$ cat src/rtl/refresh_pkg.sv
package refresh_pkg;
  typedef enum logic [1:0] {
    ST_IDLE   = 2'd0,
    ST_CSETUP = 2'd1,
    ST_RASACT = 2'd2,
    ST_PRECH  = 2'd3
  } ref_state_e;
endpackage

$ cat src/rtl/refresh_interval_timer.sv
module refresh_interval_timer #(
  parameter int INTERVAL_CYC = 781
) (
  input  logic clk,
  input  logic rst_n,
  output logic tick
);
  localparam int CW = $clog2(INTERVAL_CYC + 1);

  logic [CW-1:0] cnt_q, cnt_d;

  assign tick = (cnt_q == CW'(INTERVAL_CYC - 1));

  always_comb begin
    if (tick) cnt_d = '0;
    else      cnt_d = cnt_q + CW'(1);
  end

  always_ff @(posedge clk or negedge rst_n) begin
    if (!rst_n) cnt_q <= '0;
    else        cnt_q <= cnt_d;
  end

  // a credit is a single-cycle event, never two in a row
  assert_tick_single_R1: assert property (@(posedge clk) disable iff (!rst_n)
    tick |=> !tick);
endmodule

$ cat src/rtl/refresh_pending_ctr.sv
module refresh_pending_ctr #(
  parameter int MAX_PEND = 8
) (
  input  logic clk,
  input  logic rst_n,
  input  logic tick,
  input  logic take,
  output logic req,
  output logic ovf_err
);
  localparam int PW = $clog2(MAX_PEND + 1);

  logic [PW-1:0] pend_q, pend_d;
  logic          ovf_q, ovf_d;
  logic          full;

  assign full    = (pend_q == PW'(MAX_PEND));
  assign req     = (pend_q != '0);
  assign ovf_err = ovf_q;

  always_comb begin
    pend_d = pend_q;
    ovf_d  = ovf_q;
    unique case ({tick, take})
      2'b10: begin
        if (full) ovf_d  = 1'b1;
        else      pend_d = pend_q + PW'(1);
      end
      2'b01:   pend_d = pend_q - PW'(1);
      default: pend_d = pend_q;
    endcase
  end

  always_ff @(posedge clk or negedge rst_n) begin
    if (!rst_n) begin
      pend_q <= '0;
      ovf_q  <= 1'b0;
    end else begin
      pend_q <= pend_d;
      ovf_q  <= ovf_d;
    end
  end

  // a credit arriving while the count is full is recorded as lost
  assert_overflow_set_R3: assert property (@(posedge clk) disable iff (!rst_n)
    (tick && !take && full) |=> ovf_err);
  // the error flag is sticky
  assert_overflow_sticky_R3: assert property (@(posedge clk) disable iff (!rst_n)
    ovf_err |=> ovf_err);
  // the sequencer consumes only credits that exist
  assert_take_needs_req_R2: assert property (@(posedge clk) disable iff (!rst_n)
    take |-> req);
endmodule

$ cat src/rtl/refresh_strobe_seq.sv
module refresh_strobe_seq
  import refresh_pkg::*;
#(
  parameter bit RAS_ONLY = 1'b0,
  parameter int CSR_CYC  = 1,
  parameter int CHR_CYC  = 1,
  parameter int RAS_CYC  = 3,
  parameter int RP_CYC   = 2
) (
  input  logic clk,
  input  logic rst_n,
  input  logic req,
  input  logic gnt,
  output logic take,
  output logic row_step,
  output logic ras_n,
  output logic cas_n,
  output logic busy
);
  localparam int MAXC = (RAS_CYC > CSR_CYC) ?
                        ((RAS_CYC > RP_CYC) ? RAS_CYC : RP_CYC) :
                        ((CSR_CYC > RP_CYC) ? CSR_CYC : RP_CYC);
  localparam int TW = $clog2(MAXC + 1);

  ref_state_e    st_q, st_d;
  logic [TW-1:0] cnt_q, cnt_d;

  always_comb begin
    st_d     = st_q;
    cnt_d    = cnt_q + TW'(1);
    take     = 1'b0;
    row_step = 1'b0;
    unique case (st_q)
      ST_IDLE: begin
        cnt_d = '0;
        if (req && gnt) begin
          take = 1'b1;
          st_d = RAS_ONLY ? ST_RASACT : ST_CSETUP;
        end
      end
      ST_CSETUP: begin
        if (cnt_q == TW'(CSR_CYC - 1)) begin
          st_d  = ST_RASACT;
          cnt_d = '0;
        end
      end
      ST_RASACT: begin
        if (cnt_q == TW'(RAS_CYC - 1)) begin
          st_d     = ST_PRECH;
          cnt_d    = '0;
          row_step = 1'b1;
        end
      end
      ST_PRECH: begin
        if (cnt_q == TW'(RP_CYC - 1)) begin
          st_d  = ST_IDLE;
          cnt_d = '0;
        end
      end
      default: st_d = ST_IDLE;
    endcase
  end

  always_ff @(posedge clk or negedge rst_n) begin
    if (!rst_n) begin
      st_q  <= ST_IDLE;
      cnt_q <= '0;
    end else begin
      st_q  <= st_d;
      cnt_q <= cnt_d;
    end
  end

  assign ras_n = (st_q != ST_RASACT);
  assign busy  = (st_q != ST_IDLE);

  generate
    if (RAS_ONLY) begin : g_ras_only
      assign cas_n = 1'b1;
      // the column strobe never moves in this mode
      assert_cas_idle_R9: assert property (@(posedge clk) disable iff (!rst_n)
        busy |-> cas_n);
    end else begin : g_cbr
      assign cas_n = !((st_q == ST_CSETUP) ||
                       ((st_q == ST_RASACT) && (cnt_q < TW'(CHR_CYC))));
      // CAS already low in the cycle before RAS falls
      assert_cas_before_ras_R4: assert property (@(posedge clk) disable iff (!rst_n)
        $fell(ras_n) |-> (!cas_n && !$past(cas_n)));
      // CAS released at least a cycle before RAS rises
      assert_cas_released_R5: assert property (@(posedge clk) disable iff (!rst_n)
        $rose(ras_n) |-> (cas_n && $past(cas_n)));
    end
  endgenerate

  // the engine only leaves idle on a granted credit
  assert_start_on_grant_R8: assert property (@(posedge clk) disable iff (!rst_n)
    $rose(busy) |-> $past(req && gnt));
  // idle strobes are inactive
  assert_idle_strobes_R8: assert property (@(posedge clk) disable iff (!rst_n)
    !busy |-> (ras_n && cas_n));
endmodule

$ cat src/rtl/refresh_row_ctr.sv
module refresh_row_ctr #(
  parameter int ROWS = 4096
) (
  input  logic                    clk,
  input  logic                    rst_n,
  input  logic                    step,
  output logic [$clog2(ROWS)-1:0] row
);
  localparam int RW = $clog2(ROWS);

  logic [RW-1:0] row_q, row_d;
  logic          last;

  assign last = (row_q == RW'(ROWS - 1));
  assign row  = row_q;

  always_comb begin
    row_d = row_q;
    if (step) row_d = last ? '0 : row_q + RW'(1);
  end

  always_ff @(posedge clk or negedge rst_n) begin
    if (!rst_n) row_q <= '0;
    else        row_q <= row_d;
  end

  // wrap back to row zero after the last row
  assert_row_wrap_R10: assert property (@(posedge clk) disable iff (!rst_n)
    (step && last) |=> (row == '0));
  // the row only moves on a completed refresh
  assert_row_hold_R10: assert property (@(posedge clk) disable iff (!rst_n)
    !step |=> $stable(row));
endmodule

$ cat src/rtl/refresh_cbr_sched.sv
module refresh_cbr_sched #(
  parameter int ROWS         = 4096,
  parameter int INTERVAL_CYC = 781,
  parameter int MAX_PEND     = 8,
  parameter int CSR_CYC      = 1,
  parameter int CHR_CYC      = 1,
  parameter int RAS_CYC      = 3,
  parameter int RP_CYC       = 2,
  parameter bit RAS_ONLY     = 1'b0
) (
  input  logic                    clk,
  input  logic                    rst_n,
  input  logic                    ref_gnt,
  output logic                    ref_req,
  output logic                    ras_n,
  output logic                    cas_n,
  output logic                    we_n,
  output logic [$clog2(ROWS)-1:0] row_addr,
  output logic                    busy,
  output logic                    ovf_err
);
  localparam int RW = $clog2(ROWS);

  logic rst_meta_q, rst_sync_q;
  logic tick, take, row_step;

  always_ff @(posedge clk or negedge rst_n) begin
    if (!rst_n) begin
      rst_meta_q <= 1'b0;
      rst_sync_q <= 1'b0;
    end else begin
      rst_meta_q <= 1'b1;
      rst_sync_q <= rst_meta_q;
    end
  end

  refresh_interval_timer #(.INTERVAL_CYC(INTERVAL_CYC)) u_timer (
    .clk  (clk),
    .rst_n(rst_sync_q),
    .tick (tick)
  );

  refresh_pending_ctr #(.MAX_PEND(MAX_PEND)) u_pend (
    .clk    (clk),
    .rst_n  (rst_sync_q),
    .tick   (tick),
    .take   (take),
    .req    (ref_req),
    .ovf_err(ovf_err)
  );

  refresh_strobe_seq #(
    .RAS_ONLY(RAS_ONLY),
    .CSR_CYC (CSR_CYC),
    .CHR_CYC (CHR_CYC),
    .RAS_CYC (RAS_CYC),
    .RP_CYC  (RP_CYC)
  ) u_seq (
    .clk     (clk),
    .rst_n   (rst_sync_q),
    .req     (ref_req),
    .gnt     (ref_gnt),
    .take    (take),
    .row_step(row_step),
    .ras_n   (ras_n),
    .cas_n   (cas_n),
    .busy    (busy)
  );

  generate
    if (RAS_ONLY) begin : g_rows
      refresh_row_ctr #(.ROWS(ROWS)) u_row (
        .clk  (clk),
        .rst_n(rst_sync_q),
        .step (row_step),
        .row  (row_addr)
      );
    end else begin : g_norow
      assign row_addr = RW'(0);
    end
  endgenerate

  // WE stays inactive so a CAS-first edge never selects test mode
  assign we_n = 1'b1;

  // the driven row cannot change under an active RAS
  assert_row_stable_R9: assert property (@(posedge clk) disable iff (!rst_sync_q)
    (!ras_n && !$fell(ras_n)) |-> $stable(row_addr));
  // strobes belong to the engine only while busy
  assert_ras_only_when_busy_R8: assert property (@(posedge clk) disable iff (!rst_sync_q)
    !ras_n |-> busy);
endmodule

$ cat config.mk
export PLATFORM = sky130hd
export DESIGN_NAME = refresh_cbr_sched
export DESIGN_NICKNAME = d
export VERILOG_FILES = /design/src/rtl/refresh_pkg.sv /design/src/rtl/refresh_interval_timer.sv /design/src/rtl/refresh_pending_ctr.sv /design/src/rtl/refresh_strobe_seq.sv /design/src/rtl/refresh_row_ctr.sv /design/src/rtl/refresh_cbr_sched.sv
export SDC_FILE = /design/constraint.sdc
export NUM_CORES = 1
export LEC_CHECK = 0
export BUFFER_PORTS_ARGS = -buffer_cell sky130_fd_sc_hd__buf_2
export CAP_MARGIN = 20
export CORE_MARGIN = 1.5
export CORE_UTILIZATION = 55
export DETAILED_ROUTE_END_ITERATION = 7
export PLACE_DENSITY = 0.78
export SLEW_MARGIN = 20
export SYNTH_ARGS = -nofsm -noshare
export SYNTH_HDL_FRONTEND = slang
export SYNTH_HIERARCHICAL = 1
export SYNTH_SLANG_ARGS = --single-unit
$ cat constraint.sdc
create_clock -name clk -period 1.5 [get_ports clk]
set_input_delay 0.225 -clock clk [delete_from_list [all_inputs] [get_ports clk]]
set_output_delay 0.225 -clock clk [all_outputs]
set_load 0.01 [all_outputs]
; Word-level counts from Yosys, hierarchy flattened
; Cells that the tools add are included.
[classes]
addsub = 4
n_lt_le_gt_ge = 1
eq_ne = 15
mux = 14
n_reduce_logical = 12
[op_table]
columns = cell, count
row1 = $pmux W2 S4, 2
row2 = $mux W2, 7
row3 = $add A10 B1 Y10 const B, 1
row4 = $eq A10 B10 Y1 const B, 1
row5 = $mux W10, 1
row6 = $eq A2 B2 Y1 const B, 4
row7 = $ne A2 B1 Y1 const B, 4
row8 = $pmux W4 S2, 1
row9 = $eq A2 B1 Y1 const B, 3
row10 = $add A4 B1 Y4 const B, 1
row11 = $eq A4 B4 Y1 const B, 1
row12 = $logic_not A2 Y1, 2
row13 = $mux W4, 1
row14 = $ne A2 B2 Y1 const B, 2
row15 = $reduce_and A2 Y1, 2
row16 = $reduce_and A4 Y1, 1
row17 = $reduce_bool A2 Y1, 2
row18 = $reduce_bool A4 Y1, 1
row19 = $sub A4 B1 Y4 const B, 1
row20 = $add A2 B1 Y2 const B, 1
row21 = $logic_and A1 B1 Y1, 2
row22 = $lt A2 B1 Y1 const B, 1
row23 = $mux W1, 2
row24 = $logic_not A1 Y1, 1
row25 = $logic_or A1 B1 Y1, 1
[totals]
register_bits = 21
input_bits = 3
output_inout_bits = 18
word_cells = 53

; Logic depth before layout (Yosys ltp)
; Gate-level depths: netlist of run 1.
[logic_depth]
word_depth = 7
ltp_mapped = 10
depth_no_buf = 10

; By module
; The synthesis of run 1 kept the hierarchy.
[by_module_without_submodules]
columns = module, n_inst, cells_each, area_per_inst_um2, seq_area_each_um2
row1 = refresh_interval_timer, 1, 46, 505.5, 250.2
row2 = refresh_strobe_seq, 1, 35, 379.1, 100.1
row3 = refresh_pending_ctr, 1, 28, 302.8, 125.1
row4 = refresh_cbr_sched, 1, 17, 155.1, 50.0

; Least setup slack after synthesis of run 1
; Ideal clock, no wire load.
[synth_timing]
kind = reg-to-reg
start = register u_pend.pend_q[1]
end = register u_pend.pend_q[2]
setup_time_ps = 135
t_arrival_ps = 2160
t_required_ps = 1365
setup_slack_ps = -795
stages_incl_launch_ff = 9
n_path_buf = 0
period_less_slack_ps = 2295
path_cell_list = dfrtp_1 -> or3_1 -> or2_2 -> and3_1 -> nand2b_2 -> xnor2_1 -> ha_1 -> o311ai_0 -> o21ai_1
[synth_between]
elab_chain_len = 7
word_cells_on_any_way = 14
classes_between = add/sub (2) / eq/ne (4) / mux (4) / reduce/logical (4)
[synth_lines]
columns = item, line
row1 = from (decl), refresh_pending_ctr.sv:13  ; logic [PW-1:0] pend_q, pend_d;
row2 = from (signal assigned), refresh_pending_ctr.sv:39  ; pend_q <= pend_d;
row3 = $reduce_bool A4 Y1 *, refresh_pending_ctr.sv:18  ; assign req = (pend_q != '0);
row4 = net ref_req, refresh_cbr_sched.sv:14  ; output logic ref_req,
row5 = $logic_and A1 B1 Y1 *, refresh_strobe_seq.sv:36  ; if (req && gnt) begin
row6 = $mux W1 *, refresh_strobe_seq.sv:36
row7 = $mux W1 *, refresh_strobe_seq.sv:33  ; unique case (st_q)
row8 = net take, refresh_cbr_sched.sv:25  ; logic tick, take, row_step;
row9 = $eq A2 B2 Y1 or $eq A2 B1 Y1 (tied branches), refresh_pending_ctr.sv:24  ; unique case ({tick, take})
row10 = $ne A2 B2 Y1 (no line) or $reduce_bool A2 Y1 (tied branches), n/a
row11 = $reduce_and A2 Y1 (no line), n/a
; Mark *: on every way through the listed nets, which the timed path passes. The rest lies on a longest branch. The select of a mux whose other input is x is not followed.
; A chain may end at the register's enable or synchronous reset.

; Final worst setup path of run 1
[layout_timing]
start = register u_pend.pend_q[1]
end = register u_pend.pend_q[0]
[layout_between]
elab_chain_len = 7
word_cells_on_any_way = 11
classes_between = eq/ne (4) / mux (3) / reduce/logical (4)
[layout_lines]
columns = item, line
row1 = $reduce_bool A4 Y1 *, refresh_pending_ctr.sv:18
row2 = $logic_and A1 B1 Y1 *, refresh_strobe_seq.sv:36
row3 = $mux W1 *, refresh_strobe_seq.sv:36
row4 = $mux W1 *, refresh_strobe_seq.sv:33
row5 = net take, refresh_cbr_sched.sv:25
row6 = $eq A2 B2 Y1 or $eq A2 B1 Y1 (tied branches), refresh_pending_ctr.sv:24
row7 = $ne A2 B2 Y1 (no line) or $reduce_bool A2 Y1 (tied branches), n/a
row8 = $reduce_and A2 Y1 (no line), n/a
; Mark *: on every way through the listed nets, which the timed path passes. The rest lies on a longest branch.

==> results_dict.tcl, run 1 <==
set metrics [dict create \
    violations "negative setup slack" \
    nNetsFinal 199 \
    io-pin-count 21 \
    clkTransAtPathRegs_ns 0.12 \
    h-tree-depth 1 \
    dieWidth_um 52.3 \
    grt_max_degree 20 \
    fin_hold_ws_ns 0.185 \
    drt_wl_total_mm 3.79 \
    finalPower_mw 0.879 \
    clock_latency_ns 0.32 \
    avgSynthCellArea_um2 10.7 \
    grt_overflow 0 \
    die_area_um2 2730 \
    fin_crit_ns 2.13 \
    dieHeight_um 52.3 \
    grt_util_all_layers_pct 26.2 \
    core_area_um2 2250 \
    layout_setup_ws_ns -0.632 \
    cts_tree "yes" \
    layout-drive-gt1-share_pct 50.0 \
    post_drt_via_cell_ratio 5.42 \
    critical_path_class "reg2reg" \
    hold_path_class "reg2async" \
    cp.arrival_ns 2.38 \
    required_ns 1.74 \
    dp_hpwl_mm 1.98 \
    drt_iter0_markers 31 \
    end_kind "flip-flop" \
    grt_first_pass_wirelength_mm 5.08 \
    place_congestion 0.767 \
    syn_area_um2 1340 \
    cts_buffers 3 \
    final_area_um2 1930 \
    startpoint_type "flip-flop" \
    ir_drop_mv 0.668 \
    worstMarginPinSlew_ns 0.632 \
    maxCapViolCount 0 \
    area_delta_synth_final_pct 44.2 \
    wl_per_cell_um 18.0 \
    cts_sinks 21 \
    worstPathMaxFanout 4 \
    syn_inst 125 \
    skew_ns 0.0157 \
    port_buffers 7 \
    n_fill_cell 101 \
    dpl-instance-area_um2 1630 \
    finalCritPeriodShare_pct 142 \
    fin_setup_tns_ns -4.16 \
    route.vias.total 1139 \
    finalHoldViolations 0 \
    cts-root-buf "clkbuf_4" \
    setup_viol 13 \
    status "complete, but fails checks" \
    postRouteAntennaNets 0 \
    antenna_found_initial 0 \
    powerDensity_nw_per_um2 456 \
    initial_core_util_pct 59.2 \
    rsz0062_at_grt "yes" \
    rows 17 \
    grt_pass1_vias 1157 \
    yosysWarnings 6 \
    relSlewSlack_pct 57.7 \
    p_leak_nw 0.949 \
    clock_path_buffers 2 \
    n_antenna_cell 0 \
    drc 0 \
    slew_violations 0 \
    fmaxAchievable_mhz 469 \
    firstDrtPassIters 4 \
]
==> layout by cell type (no fill, tap or decap), types with 3 or more instances in the layout <==
master    instances
inv_1             4
nor2_1           10
buf_2             5
nand3_1           5
conb_1           14
dfrtp_1          20
clkbuf_4          3
inv_2             5
buf_4            34
buf_6            14
ha_1              7
ha_4              4
xor2_1            6
==> power breakdown <==
| group | total [mW] | switching, mW | internal, mW |
|---|---|---|---|
| sequential | 0.569 | 0.000628 | 0.569 |
| clock | 0.275 | 0.175 | 0.0998 |
| combinational | 0.0346 | 0.0292 | 0.00536 |
| total | 0.879 | 0.205 | 0.674 |
==> worst max-delay path, cell delays in order, from the launching register on <==
cell and delay [ns]:
dfrtp_2 0.43, or3_4 0.38, or2_4 0.24, and3_4 0.16, buf_4 0.13, buf_6 0.12
or3_1 0.41, a31oi_1 0.20
==> state kept, by name, indices dropped and copies added, names as in the netlist <==
register,flops
rst_meta_q,1
rst_sync_q,1
u_pend/ovf_err,1
u_pend/pend_q,4
u_seq/cnt_q,2
u_seq/st_q,2
u_timer/cnt_q,10
==> stage by stage <==
stage | worst slack (ns) | util (%) | instances
after floorplan | -0.615 | - | 137
after CTS | -0.581 | 81.2 | 206
after global routing | -0.672 | 85.4 | 210
after global placement | -0.461 | 72.4 | 193
after detailed placement | -0.561 | 72.4 | 193
final | -0.632 | 85.4 | 210
==> routing by layer <==
metal	global-route usage (%)	wire, um
met5	0	0
met4	8.97	86
met3	2.00	103
met2	53.4	2110
met1	27.6	1490
==> path summary, 6_finish.rpt <==
path	cells past startpoint	endpoint	slack [ns]	from
worst max-delay path	7	u_pend/pend_q[0]$_DFFE_PN0P_	-0.63	u_pend/pend_q[1]$_DFFE_PN0P_
min in group clk	0	rst_sync_q$_DFF_PN0_	0.37	rst_meta_q$_DFF_PN0_
worst max register to register	7	u_pend/pend_q[0]$_DFFE_PN0P_	-0.63	u_pend/pend_q[1]$_DFFE_PN0P_
worst min-delay path	1	u_seq/st_q[1]$_DFFE_PN0P_	0.19	rst_sync_q$_DFF_PN0_
worst min register to register	1	u_seq/st_q[1]$_DFFE_PN0P_	0.19	rst_sync_q$_DFF_PN0_
max in group asynchronous	1	u_seq/cnt_q[1]$_DFF_PN0_	1.10	rst_sync_q$_DFF_PN0_
==> timing repair <==
action,in CTS,in global routing
endpoints found under the setup margin,12,19
hold buffers,1,0
gates resized for setup,27,14
pin swaps,10,13
hold endpoints to repair,2,0
setup buffers,8,8
==> area by class of cell <==
| cell class | count | area [um^2] | area share, % |
|---|---|---|---|
| clock buffers | 3 | 22.5 | 1.17 |
| clock inverters | 1 | 5.00 | 0.260 |
| inverters | 10 | 40.0 | 2.08 |
| multi-input cells | 93 | 848 | 44.1 |
| flip-flops and latches | 21 | 527 | 27.4 |
| well taps | 28 | 35.0 | 1.82 |
| repair buffers | 54 | 448 | 23.3 |
(Power assumes the default switching activity.)
==> run 2: changes to the inputs <==
- SYNTH_HIERARCHICAL: 1 -> not set
==> run 2 against run 1 <==
Effect of this change:
- the run still ends with negative setup slack left
- global-route usage grew 2.4 points
- clock skew fell by 0.011 ns
- sequential share of layout area decreased by 0.87 points
- sequential power hardly changed
- critical path type unchanged
- clock power grew 5%
- cell count down 1.9%
- non-clock buffer count unchanged
- routed wire length is 6.5% higher
- synthesized cell count shrank 1.6%
==> results_dict.tcl, run 2 <==
set metrics [dict create \
    status "complete, but fails checks" \
    violations "negative setup slack" \
    finish.utilization_pct 88.9 \
    clock_latency_ns 0.32 \
    instances_no_fill 206 \
    synth-edff-count 0 \
    hold_path_class "in2async" \
    skew_ns 0.00514 \
    antenna_found_initial 0 \
    fin_setup_tns_ns -5.55 \
    area_delta_synth_final_pct 51.9 \
    firstDrtPassIters 4 \
    io-pin-count 21 \
    syn_area_um2 1310 \
    dpl.cell_count 186 \
    drt_wl_total_mm 4.04 \
    required_ns 1.74 \
    final_cell_mix "29 x buf_4, 21 x dfrtp_1, 18 x buf_6" \
    layout_setup_ws_ns -0.900 \
    layout-drive-gt1-share_pct 52.2 \
    cts_sinks 21 \
    syn_inst 123 \
    top_register "u_timer.cnt_q" \
    core_area_um2 2230 \
    dieWidth_um 51.7 \
    synth.largest_area_cell "dfrtp_1" \
    die_area_um2 2680 \
    n_antenna_cell 0 \
    fmaxAchievable_mhz 417 \
    final_area_um2 1980 \
    cts-root-buf "clkbuf_4" \
    ys_dominant_reg_cell "dfrtp_1" \
    layout_commonest_cell "buf_4" \
    clkTransAtPathRegs_ns 0.12 \
    rsz0062_at_grt "yes" \
    initial_core_util_pct 58.5 \
    cts_buffers 3 \
    cp-endpoint "u_pend.pend_q[2]$_DFFE_PN0P_" \
    clock_path_buffers 2 \
    r2r-end "u_pend.pend_q[2]$_DFFE_PN0P_" \
    ir_drop_mv 0.687 \
    route.vias.total 1143 \
    grt_pass1_vias 1172 \
    dpl_worst_slack_ns -0.801 \
    finalCritPeriodShare_pct 160 \
    postRouteAntennaNets 0 \
    top_regs "u_timer.cnt_q: 10 flops, u_pend.pend_q: 4 flops" \
    finalHoldViolations 0 \
    synth.ff_latch_count 21 \
    grt_max_degree 20 \
    grt_first_pass_wirelength_mm 5.44 \
    synthTopCellsByArea "dfrtp_1 40%, ha_1 12%, buf_4 7.5%" \
    cp.arrival_ns 2.64 \
    startpoint_type "flip-flop" \
    dpl-instance-area_um2 1550 \
    critical_path_class "reg2reg" \
    startpoint "u_timer.cnt_q[5]$_DFF_PN0_" \
    worstPathMaxFanout 2 \
    async_flop_share_pct 100 \
    synth.most_common_cell "dfrtp_1" \
    yosysWarnings 0 \
    n_fill_cell 97 \
    wl_per_cell_um 19.6 \
    reg2reg_depth 8 \
    h-tree-depth 1 \
    rr_startpoint "u_timer.cnt_q[5]$_DFF_PN0_" \
    drc 0 \
    drt_iter0_markers 23 \
    port_buffers 7 \
    yosysUniqueCellTypes 36 \
    avgSynthCellArea_um2 10.6 \
    rows 17 \
    setup_viol 20 \
    nNetsFinal 195 \
    dp_hpwl_mm 2.06 \
    powerDensity_nw_per_um2 452 \
    grt_overflow 0 \
    cts_tree "yes" \
    fin_crit_ns 2.40 \
    r2r_slack_ns -0.90 \
    maxCapViolCount 0 \
    synth_top_cell_area_share_pct 40.2 \
    end_kind "flip-flop" \
    grt_util_all_layers_pct 28.6 \
    largest_reg_flops 10 \
    fin_hold_ws_ns 0.193 \
    finalPower_mw 0.897 \
    post_drt_via_cell_ratio 5.55 \
    dieHeight_um 51.7 \
    yosysSeqAreaShare_pct 40.2 \
    place_congestion 0.817 \
    p_leak_nw 0.938 \
    slew_violations 0 \
    synthTopCellsByCount "21 x dfrtp_1, 13 x buf_4, 13 x ha_1" \
]
==> run 2: cells by family (layout without fill, tap and decap cells) <==
kind of cell	count (synthesis)	count (layout)	share of synthesized area, %
adders and majority gates	13	13	12.5
and+or+nand+nor	32	32	15.3
muxes	6	6	4.79
AOI/OAI and AO/OA	11	11	6.71
xor gates and xnor gates	12	12	8.05
buffers and inverters	26	69	11.9
other	2	14	0.575
DFF	21	21	40.2
==> run 2: where the power goes <==
part / internal [mW] / total, mW / switching [mW]
Clock: 0.100 / 0.289 / 0.189
Sequential: 0.569 / 0.569 / 0.000673
Combinational: 0.00786 / 0.0392 / 0.0314
Total: 0.677 / 0.897 / 0.221
==> run 2: metal layers <==
| metal | vias up | global-route usage [%] | share of wire (%) |
|---|---|---|---|
| met3 | 18 | 7.18 | 4.3 |
| met4 | 0 | 11.0 | 4.6 |
| li1 | 505 | - | - |
| met2 | 44 | 54.5 | 54 |
| met5 | - | 0 | 0 |
| met1 | 576 | 29.6 | 37 |
==> run 2: layout make-up <==
| cell class | instances | area [um^2] | area share [%] |
|---|---|---|---|
| Clock inverter | 1 | 5.00 | 0.252 |
| Clock buffer | 3 | 22.5 | 1.13 |
| Timing Repair Buffer | 54 | 490 | 24.7 |
| Multi-Input combinational cell | 88 | 862 | 43.4 |
| Sequential cell | 21 | 526 | 26.5 |
| Inverter | 11 | 43.8 | 2.21 |
| Tap cell | 28 | 35.0 | 1.77 |
==> run 2: worst min-delay path by stage <==
stage                      from                    to  slack (ns)  cells past startpoint
after global routing      rst_n  rst_sync_q$_DFF_PN0_        0.19                      2
after global placement    rst_n  rst_sync_q$_DFF_PN0_        0.01                      1
final                     rst_n  rst_sync_q$_DFF_PN0_        0.19                      2
after detailed placement  rst_n  rst_sync_q$_DFF_PN0_        0.01                      1
after CTS                 rst_n  rst_sync_q$_DFF_PN0_        0.19                      2
after floorplan           rst_n  rst_meta_q$_DFF_PN0_       -0.07                      0
==> run 2: critical path, cell delays in order (launching register included) <==
cell and delay, ns:
dfrtp_1 0.40, or3b_4 0.41, nor4b_4 0.27, nor2_2 0.06
xor2_1 0.15, ha_2 0.19, or4_4 0.47, mux2i_1 0.18
xor2_1 0.20
==> run 2: repair_timing <==
item	CTS	global route
hold endpoints to repair	2	0
pin swaps	5	7
endpoints found under the setup margin	12	20
setup buffers	7	11
gates resized for setup	30	37
hold buffers	1	0
